**config.mk**
```make
export PLATFORM = sky130hd
export DESIGN_NAME = dpoll_engine
export DESIGN_NICKNAME = d
export VERILOG_FILES = /design/src/rtl/dpoll_pkg.sv /design/src/rtl/dpoll_judge.sv /design/src/rtl/dpoll_budget.sv /design/src/rtl/dpoll_seq.sv /design/src/rtl/dpoll_engine.sv
export SDC_FILE = /design/constraint.sdc
export NUM_CORES = 1
export LEC_CHECK = 0
export BUFFER_PORTS_ARGS = -buffer_cell sky130_fd_sc_hd__buf_4
export CAP_MARGIN = 5
export CORE_MARGIN = 4
export CORE_UTILIZATION = 50
export DETAILED_ROUTE_END_ITERATION = 10
export PLACE_DENSITY = 0.77
export SLEW_MARGIN = 40
export SYNTH_ARGS = -nofsm -noshare
export SYNTH_HDL_FRONTEND = slang
export SYNTH_HIERARCHICAL = 1
export SYNTH_SLANG_ARGS = --single-unit
export TNS_END_PERCENT = 1
```
**constraint.sdc**
```tcl
create_clock -name clk -period 3.3 [get_ports clk]
set_input_delay 0.33 -clock clk [delete_from_list [all_inputs] [get_ports clk]]
set_output_delay 0.33 -clock clk [all_outputs]
set_load 0.01 [all_outputs]
```
**src/rtl/dpoll_pkg.sv**
```systemverilog
package dpoll_pkg;
  typedef enum logic {OP_PROG = 1'b0, OP_ERASE = 1'b1} op_e;
  typedef enum logic [1:0] {PH_POLL, PH_CONFIRM, PH_FINAL} phase_e;
  typedef enum logic [1:0] {ST_IDLE, ST_ISSUE, ST_WAIT, ST_DONE} state_e;
endpackage

```
**src/rtl/dpoll_judge.sv**
```systemverilog
// Decides whether one read word shows completion, and whether it equals the expected word.
module dpoll_judge #(
  parameter int DW       = 32,
  parameter int FLAG_BIT = 7
) (
  input  logic          is_erase,
  input  logic [DW-1:0] expect_word,
  input  logic [DW-1:0] read_word,
  output logic          hit,
  output logic          word_eq
);
  logic want;
  // erase completes on a one; program completes on the true written bit
  assign want    = is_erase ? 1'b1 : expect_word[FLAG_BIT];
  assign hit     = (read_word[FLAG_BIT] == want);
  assign word_eq = (read_word == expect_word);
endmodule

```
**src/rtl/dpoll_budget.sv**
```systemverilog
// Counts polling reads and flags when the limit is reached.
module dpoll_budget #(
  parameter int CW = 16
) (
  input  logic          clk,
  input  logic          rst_n,
  input  logic          clear,
  input  logic          inc,
  input  logic [CW-1:0] limit,
  output logic          exhausted
);
  localparam logic [CW-1:0] CNT_MAX = '1;
  logic [CW-1:0] cnt_q;

  always_ff @(posedge clk) begin
    if (!rst_n)                       cnt_q <= '0;
    else if (clear)                   cnt_q <= '0;
    else if (inc && cnt_q != CNT_MAX) cnt_q <= cnt_q + 1'b1;
  end

  assign exhausted = (cnt_q >= limit);
endmodule

```
**src/rtl/dpoll_seq.sv**
```systemverilog
// Sequencer: poll, confirm, final read, then report.
module dpoll_seq
  import dpoll_pkg::*;
#(
  parameter int  DW            = 32,
  parameter bit  USE_BUSY_SKIP = 1'b1
) (
  input  logic          clk,
  input  logic          rst_n,
  input  logic          start_valid,
  output logic          start_ready,
  output logic          accept,
  input  logic          is_erase,
  input  logic          busy_n,
  output logic          rd_req_valid,
  input  logic          rd_req_ready,
  input  logic          rd_rsp_valid,
  output logic          rd_rsp_ready,
  input  logic [DW-1:0] rd_rsp_data,
  input  logic          hit,
  input  logic          word_eq,
  input  logic          exhausted,
  output logic          poll_issue,
  output logic          done,
  output logic          pass,
  output logic          timeout,
  output logic [DW-1:0] final_data
);
  state_e        st_q;
  phase_e        ph_q;
  logic          held_q;
  logic          gate;
  logic          req_fire;
  logic          rsp_fire;

  generate
    if (USE_BUSY_SKIP) begin : g_busy_skip
      assign gate = (ph_q == PH_POLL) && !busy_n;
    end else begin : g_no_skip
      assign gate = 1'b0;
    end
  endgenerate

  assign start_ready  = (st_q == ST_IDLE);
  assign accept       = start_valid && start_ready;
  // once offered, a request stays up regardless of busy
  assign rd_req_valid = (st_q == ST_ISSUE) && (!gate || held_q);
  assign req_fire     = rd_req_valid && rd_req_ready;
  assign rd_rsp_ready = (st_q == ST_WAIT);
  assign rsp_fire     = rd_rsp_valid && rd_rsp_ready;
  assign poll_issue   = req_fire && (ph_q == PH_POLL);
  assign done         = (st_q == ST_DONE);

  always_ff @(posedge clk) begin
    if (!rst_n) begin
      st_q       <= ST_IDLE;
      ph_q       <= PH_POLL;
      held_q     <= 1'b0;
      pass       <= 1'b0;
      timeout    <= 1'b0;
      final_data <= '0;
    end else begin
      held_q <= rd_req_valid && !rd_req_ready;
      unique case (st_q)
        ST_IDLE: if (accept) begin
          st_q    <= ST_ISSUE;
          ph_q    <= PH_POLL;
          pass    <= 1'b0;
          timeout <= 1'b0;
        end
        ST_ISSUE: if (req_fire) st_q <= ST_WAIT;
        ST_WAIT: if (rsp_fire) begin
          st_q <= ST_ISSUE;
          unique case (ph_q)
            PH_POLL: begin
              if (hit) ph_q <= PH_CONFIRM;
              else if (exhausted) begin
                st_q       <= ST_DONE;
                timeout    <= 1'b1;
                pass       <= 1'b0;
                final_data <= rd_rsp_data;
              end
            end
            PH_CONFIRM: begin
              if (hit) ph_q <= PH_FINAL;
              else if (exhausted) begin
                st_q       <= ST_DONE;
                timeout    <= 1'b1;
                pass       <= 1'b0;
                final_data <= rd_rsp_data;
              end else ph_q <= PH_POLL;
            end
            default: begin
              st_q       <= ST_DONE;
              final_data <= rd_rsp_data;
              pass       <= is_erase | word_eq;
            end
          endcase
        end
        default: st_q <= ST_IDLE;
      endcase
    end
  end

  p_start_lock_r1: assert property (@(posedge clk) disable iff (!rst_n)
    (start_valid && start_ready) |=> !start_ready);
  p_confirm_next_r4: assert property (@(posedge clk) disable iff (!rst_n)
    (rsp_fire && ph_q == PH_POLL && hit) |=> (ph_q == PH_CONFIRM));
  p_erase_pass_r6: assert property (@(posedge clk) disable iff (!rst_n)
    (done && !timeout && is_erase) |-> pass);
  p_timeout_fail_r7: assert property (@(posedge clk) disable iff (!rst_n)
    (done && timeout) |-> (!pass && exhausted));
  p_busy_hold_r9: assert property (@(posedge clk) disable iff (!rst_n)
    (USE_BUSY_SKIP && !busy_n && !rd_req_valid && ph_q == PH_POLL)
      |=> (busy_n || !rd_req_valid || ph_q != PH_POLL));
  p_done_pulse_r10: assert property (@(posedge clk) disable iff (!rst_n)
    done |=> (!done && start_ready));
endmodule

```
**src/rtl/dpoll_engine.sv**
```systemverilog
module dpoll_engine
  import dpoll_pkg::*;
#(
  parameter int DW            = 32,
  parameter int AW            = 20,
  parameter int CW            = 16,
  parameter int FLAG_BIT      = 7,
  parameter bit USE_BUSY_SKIP = 1'b1
) (
  input  logic          clk,
  input  logic          rst_n,
  input  logic          start_valid,
  output logic          start_ready,
  input  logic          start_op,
  input  logic [AW-1:0] start_addr,
  input  logic [DW-1:0] start_data,
  input  logic [CW-1:0] max_polls,
  input  logic          busy_n,
  output logic          rd_req_valid,
  input  logic          rd_req_ready,
  output logic [AW-1:0] rd_req_addr,
  input  logic          rd_rsp_valid,
  output logic          rd_rsp_ready,
  input  logic [DW-1:0] rd_rsp_data,
  output logic          done,
  output logic          pass,
  output logic          timeout,
  output logic [DW-1:0] final_data
);
  op_e           op_q;
  logic [AW-1:0] addr_q;
  logic [DW-1:0] exp_q;
  logic [CW-1:0] lim_q;
  logic          accept, hit, word_eq, exhausted, poll_issue, is_erase;

  // operation context, captured once per accepted start
  always_ff @(posedge clk) begin
    if (!rst_n) begin
      op_q   <= OP_PROG;
      addr_q <= '0;
      exp_q  <= '0;
      lim_q  <= '0;
    end else if (accept) begin
      op_q   <= op_e'(start_op);
      addr_q <= start_addr;
      exp_q  <= start_data;
      lim_q  <= max_polls;
    end
  end

  assign is_erase    = (op_q == OP_ERASE);
  assign rd_req_addr = addr_q;

  dpoll_judge #(.DW(DW), .FLAG_BIT(FLAG_BIT)) judge_i (
    .is_erase(is_erase), .expect_word(exp_q), .read_word(rd_rsp_data),
    .hit(hit), .word_eq(word_eq));

  dpoll_budget #(.CW(CW)) budget_i (
    .clk(clk), .rst_n(rst_n), .clear(accept), .inc(poll_issue),
    .limit(lim_q), .exhausted(exhausted));

  dpoll_seq #(.DW(DW), .USE_BUSY_SKIP(USE_BUSY_SKIP)) seq_i (
    .clk(clk), .rst_n(rst_n), .start_valid(start_valid), .start_ready(start_ready),
    .accept(accept), .is_erase(is_erase), .busy_n(busy_n),
    .rd_req_valid(rd_req_valid), .rd_req_ready(rd_req_ready),
    .rd_rsp_valid(rd_rsp_valid), .rd_rsp_ready(rd_rsp_ready), .rd_rsp_data(rd_rsp_data),
    .hit(hit), .word_eq(word_eq), .exhausted(exhausted), .poll_issue(poll_issue),
    .done(done), .pass(pass), .timeout(timeout), .final_data(final_data));

  p_req_hold_r11: assert property (@(posedge clk) disable iff (!rst_n)
    (rd_req_valid && !rd_req_ready) |=> (rd_req_valid && $stable(rd_req_addr)));
endmodule

```
==> summary.md <==
| Metric | Value |
|---|---|
| CTS max path bufs | 2 |
| Req. time, crit path | 3.63 ns |
| Final Util | 67.8% |
| Clock slew at reported path FFs | 0.06 ns |
| Final Hold Vio Count | 0 |
| Slew @ Worst Pin | 0.731 ns |
| Core ar. | 11500 µm² |
| Total gr overflow | 0 |
| I/O pins | 165 |
| Initial antenna violation count | 0 |
| Post-Synth Simple-Gate Area | 20.6% |
| Post-synthesis compound-gate area fraction | 6.10% |
| # rows | 39 |
| Htree depth | 4 |
| DP HPWL | 10.4 mm |
| Post-Route M1 WL | 5.89 mm |
| Ant diodes | 0 |
| Final net count | 884 |
| Cell variety after synth | 55 |
| Placer congestion estimate | 0.823 |
| Final slew viol count | 0 |
| Leak | 0.00355 µW |
| Worst Skew | 0.00498 ns |
| Height of the die | 116 µm |
| Number of synthesized register bits | 124 |
| DR top layer | met4 |
| Hold Crit Class | in2reg |
| WHS | 0.0977 ns |
| PD cells | 516 nW/µm² |
| Setup violators final | 0 |
| Share of layout cells above drive strength 1 | 27.3% |
| Vias in the first global route | 4796 |
| Unrepaired setup endpoints after global routing | false |
| Final TNS setup | 0 ns |
| DR vias | 4765 |
| Largest family of logic cells by synthesized area | simple AND/OR/NAND/NOR gates |
| Status | finished clean |
| Worst Path Class, Setup | reg2reg |
| Tmin final | 2.59 ns |
| Setup crit start kind | flop |
| Commonest non-fill, non-tap cell in the layout | buf_4 |
| Drt via density | 5.20 |
| Post-synthesis mux area share | 17.7% |
| MaxCap Viol Count | 0 |
| Most frequent cells in the layout | buf_4, dfxtp_1, mux2i_1 |
| Filler cells | 896 |
| Worst vdd ir | 0.000466 V |
| Initial core utilization | 51.3% |
| P&R area growth vs syn | 32.1% |
| Port Buffer Count | 164 |
| DIE AREA | 13600 µm² |
| Leading area contributor after synthesis | dfxtp_1 |
| First drt pass iteration count | 4 |
| Largest net degree at the start of global routing | 77 |
| First-pass GRT wire length | 22.6 mm |
| Hold-fix buffers, CTS | 0 |
| Wire per inst | 15.6 µm |
| Syn nets | 730 |
| Post-synthesis instance total | 606 |
| Clk_lat worst skew | 0.41 ns |
| Critical path peak fanout | 32 |
| Adder-cell share of the synthesized area | 3.61% |
| Met3 WL | 1.19 mm |
| Synthesized area per cell | 9.71 µm² |
| Syn. warnings | 6 |
| CTS tree | done |
| Fmax | 386 MHz |
| Syn Std Cell Area | 5890 µm² |
| Seq/Total Area, Yosys | 42.2% |
| DRC Markers | 0 |
| Fin crit share | 78.6% |
| Iter 0 DRT Violations | 229 |
| Xor/xnor share of the synthesized area | 5.21% |
| Top cells by area, synth | dfxtp_1, mux2i_1, nor2b_1, xor2_1, nand2_1 |
| GR Util All Layers | 21.3% |
| Num CTS Buffers | 17 |
| Crit. End Element | flop |
| Die X | 116 µm |
| DR WL met2 | 6.91 mm |
| CTS Root Cell | clkbuf_16 |
| Setup repair bufs after CTS | 0 |
| # resized after CTS | 0 |
| Synth Flop Type | dfxtp_1 |
| Top-area cell type share of the netlist area | 42.2% |
| Antenna-violating nets left | 0 |
| Clock sink total | 124 |
| DRT Wirelength | 14.3 mm |
| Slew headroom | 51.3% |
| Crit path DAT | 2.92 ns |
| Post-synth EDFFs | 0 |
| Ys async rst share | 0% |
[sequential cells by signal (all words and copies together), names as in the netlist]
signal / flops
budget_i/cnt_q: 16
seq_i/pass: 1
seq_i/final_data: 32
seq_i/st_q: 2
lim_q: 16
seq_i/timeout: 1
rd_req_addr: 20
exp_q: 32
seq_i/held_q: 1
seq_i/ph_q: 2
is_erase: 1
[logic make-up (layout without fill, tap and decap cells)]
kind of cell             Yosys count  in the layout
AND/OR/NAND/NOR                  220            220
flip-flops                       124            124
multiplexers                     104            104
buffers and inverters             56            223
AO/OA/AOI/OAI                     50             50
XOR/XNOR                          35             35
adder cells (fa/ha/maj)           17             17
[metrics by stage]
| step | std cells | total power (µW) | instance area, µm² | setup WS (ns) |
|---|---|---|---|---|
| floorplan | 606 | 1960 | 5890 | 0.917 |
| finish | 916 | 4010 | 7770 | 0.707 |
| detailed placement | 884 | 2160 | 7160 | 0.760 |
| global route | 916 | 4180 | 7770 | 0.566 |
| global placement | 884 | 2140 | 7160 | 0.802 |
| CTS | 916 | 4060 | 7770 | 0.732 |
[worst max-delay path, cell delays in order (launching register included)]
cell,delay (ns)
dfxtp_1,0.42
ha_1,0.29
a211o_1,0.31
a21oi_1,0.18
o31ai_1,0.10
a211o_1,0.31
nor2b_1,0.19
o211ai_4,0.19
buf_12,0.27
mux2i_1,0.24
[where the power goes]
group / internal (µW) / switching (µW) / total (µW)
Sequential: 1570 / 46.3 / 1610
Combinational: 269 / 238 / 507
Clock: 1230 / 663 / 1890
Total: 3070 / 948 / 4010
[cell usage after synthesis (all sizes together) (4+ instances only)]
cell    number
a21oi       14
nand3       10
nor3         4
nand2       75
o21ai        9
nand2b       4
nand4       10
mux2i      104
nor2        11
clkbuf      16
inv         24
buf         16
and4         4
ha          17
nor2b       73
nor4         9
xor2        34
a311oi       4
or3          4
dfxtp      124
or4          4
[worst paths after layout]
check | slack, ns | depth (start not counted) | startpoint | end
setup / recovery | 0.71 | 9 | budget_i/cnt_q[5] | seq_i/final_data[30]
hold / removal | 0.1 | 2 | rd_req_ready | seq_i/held_q
setup reg to reg | 0.71 | 9 | budget_i/cnt_q[5] | seq_i/final_data[30]
hold reg to reg | 0.46 | 2 | seq_i/final_data[22] | seq_i/final_data[22]
[area by class of cell]
class / count / area, µm² / share of cell area (%)
Timing Repair Buffer: 167 / 1270 / 16.3
Clock inverter: 9 / 109 / 1.40
Tap cell: 143 / 179 / 2.30
Multi-Input combinational cell: 426 / 3140 / 40.4
Inverter: 24 / 92.6 / 1.19
Clock buffer: 23 / 508 / 6.53
Sequential cell: 124 / 2480 / 31.9
[metal layers]
layer,GRT usage [%],vias up
met5,0,-
met3,10.1,29
met2,34.7,131
li1,-,2385
met4,8.51,0
met1,24.3,2220
No activity file was read; power rests on OpenSTA's default activity.
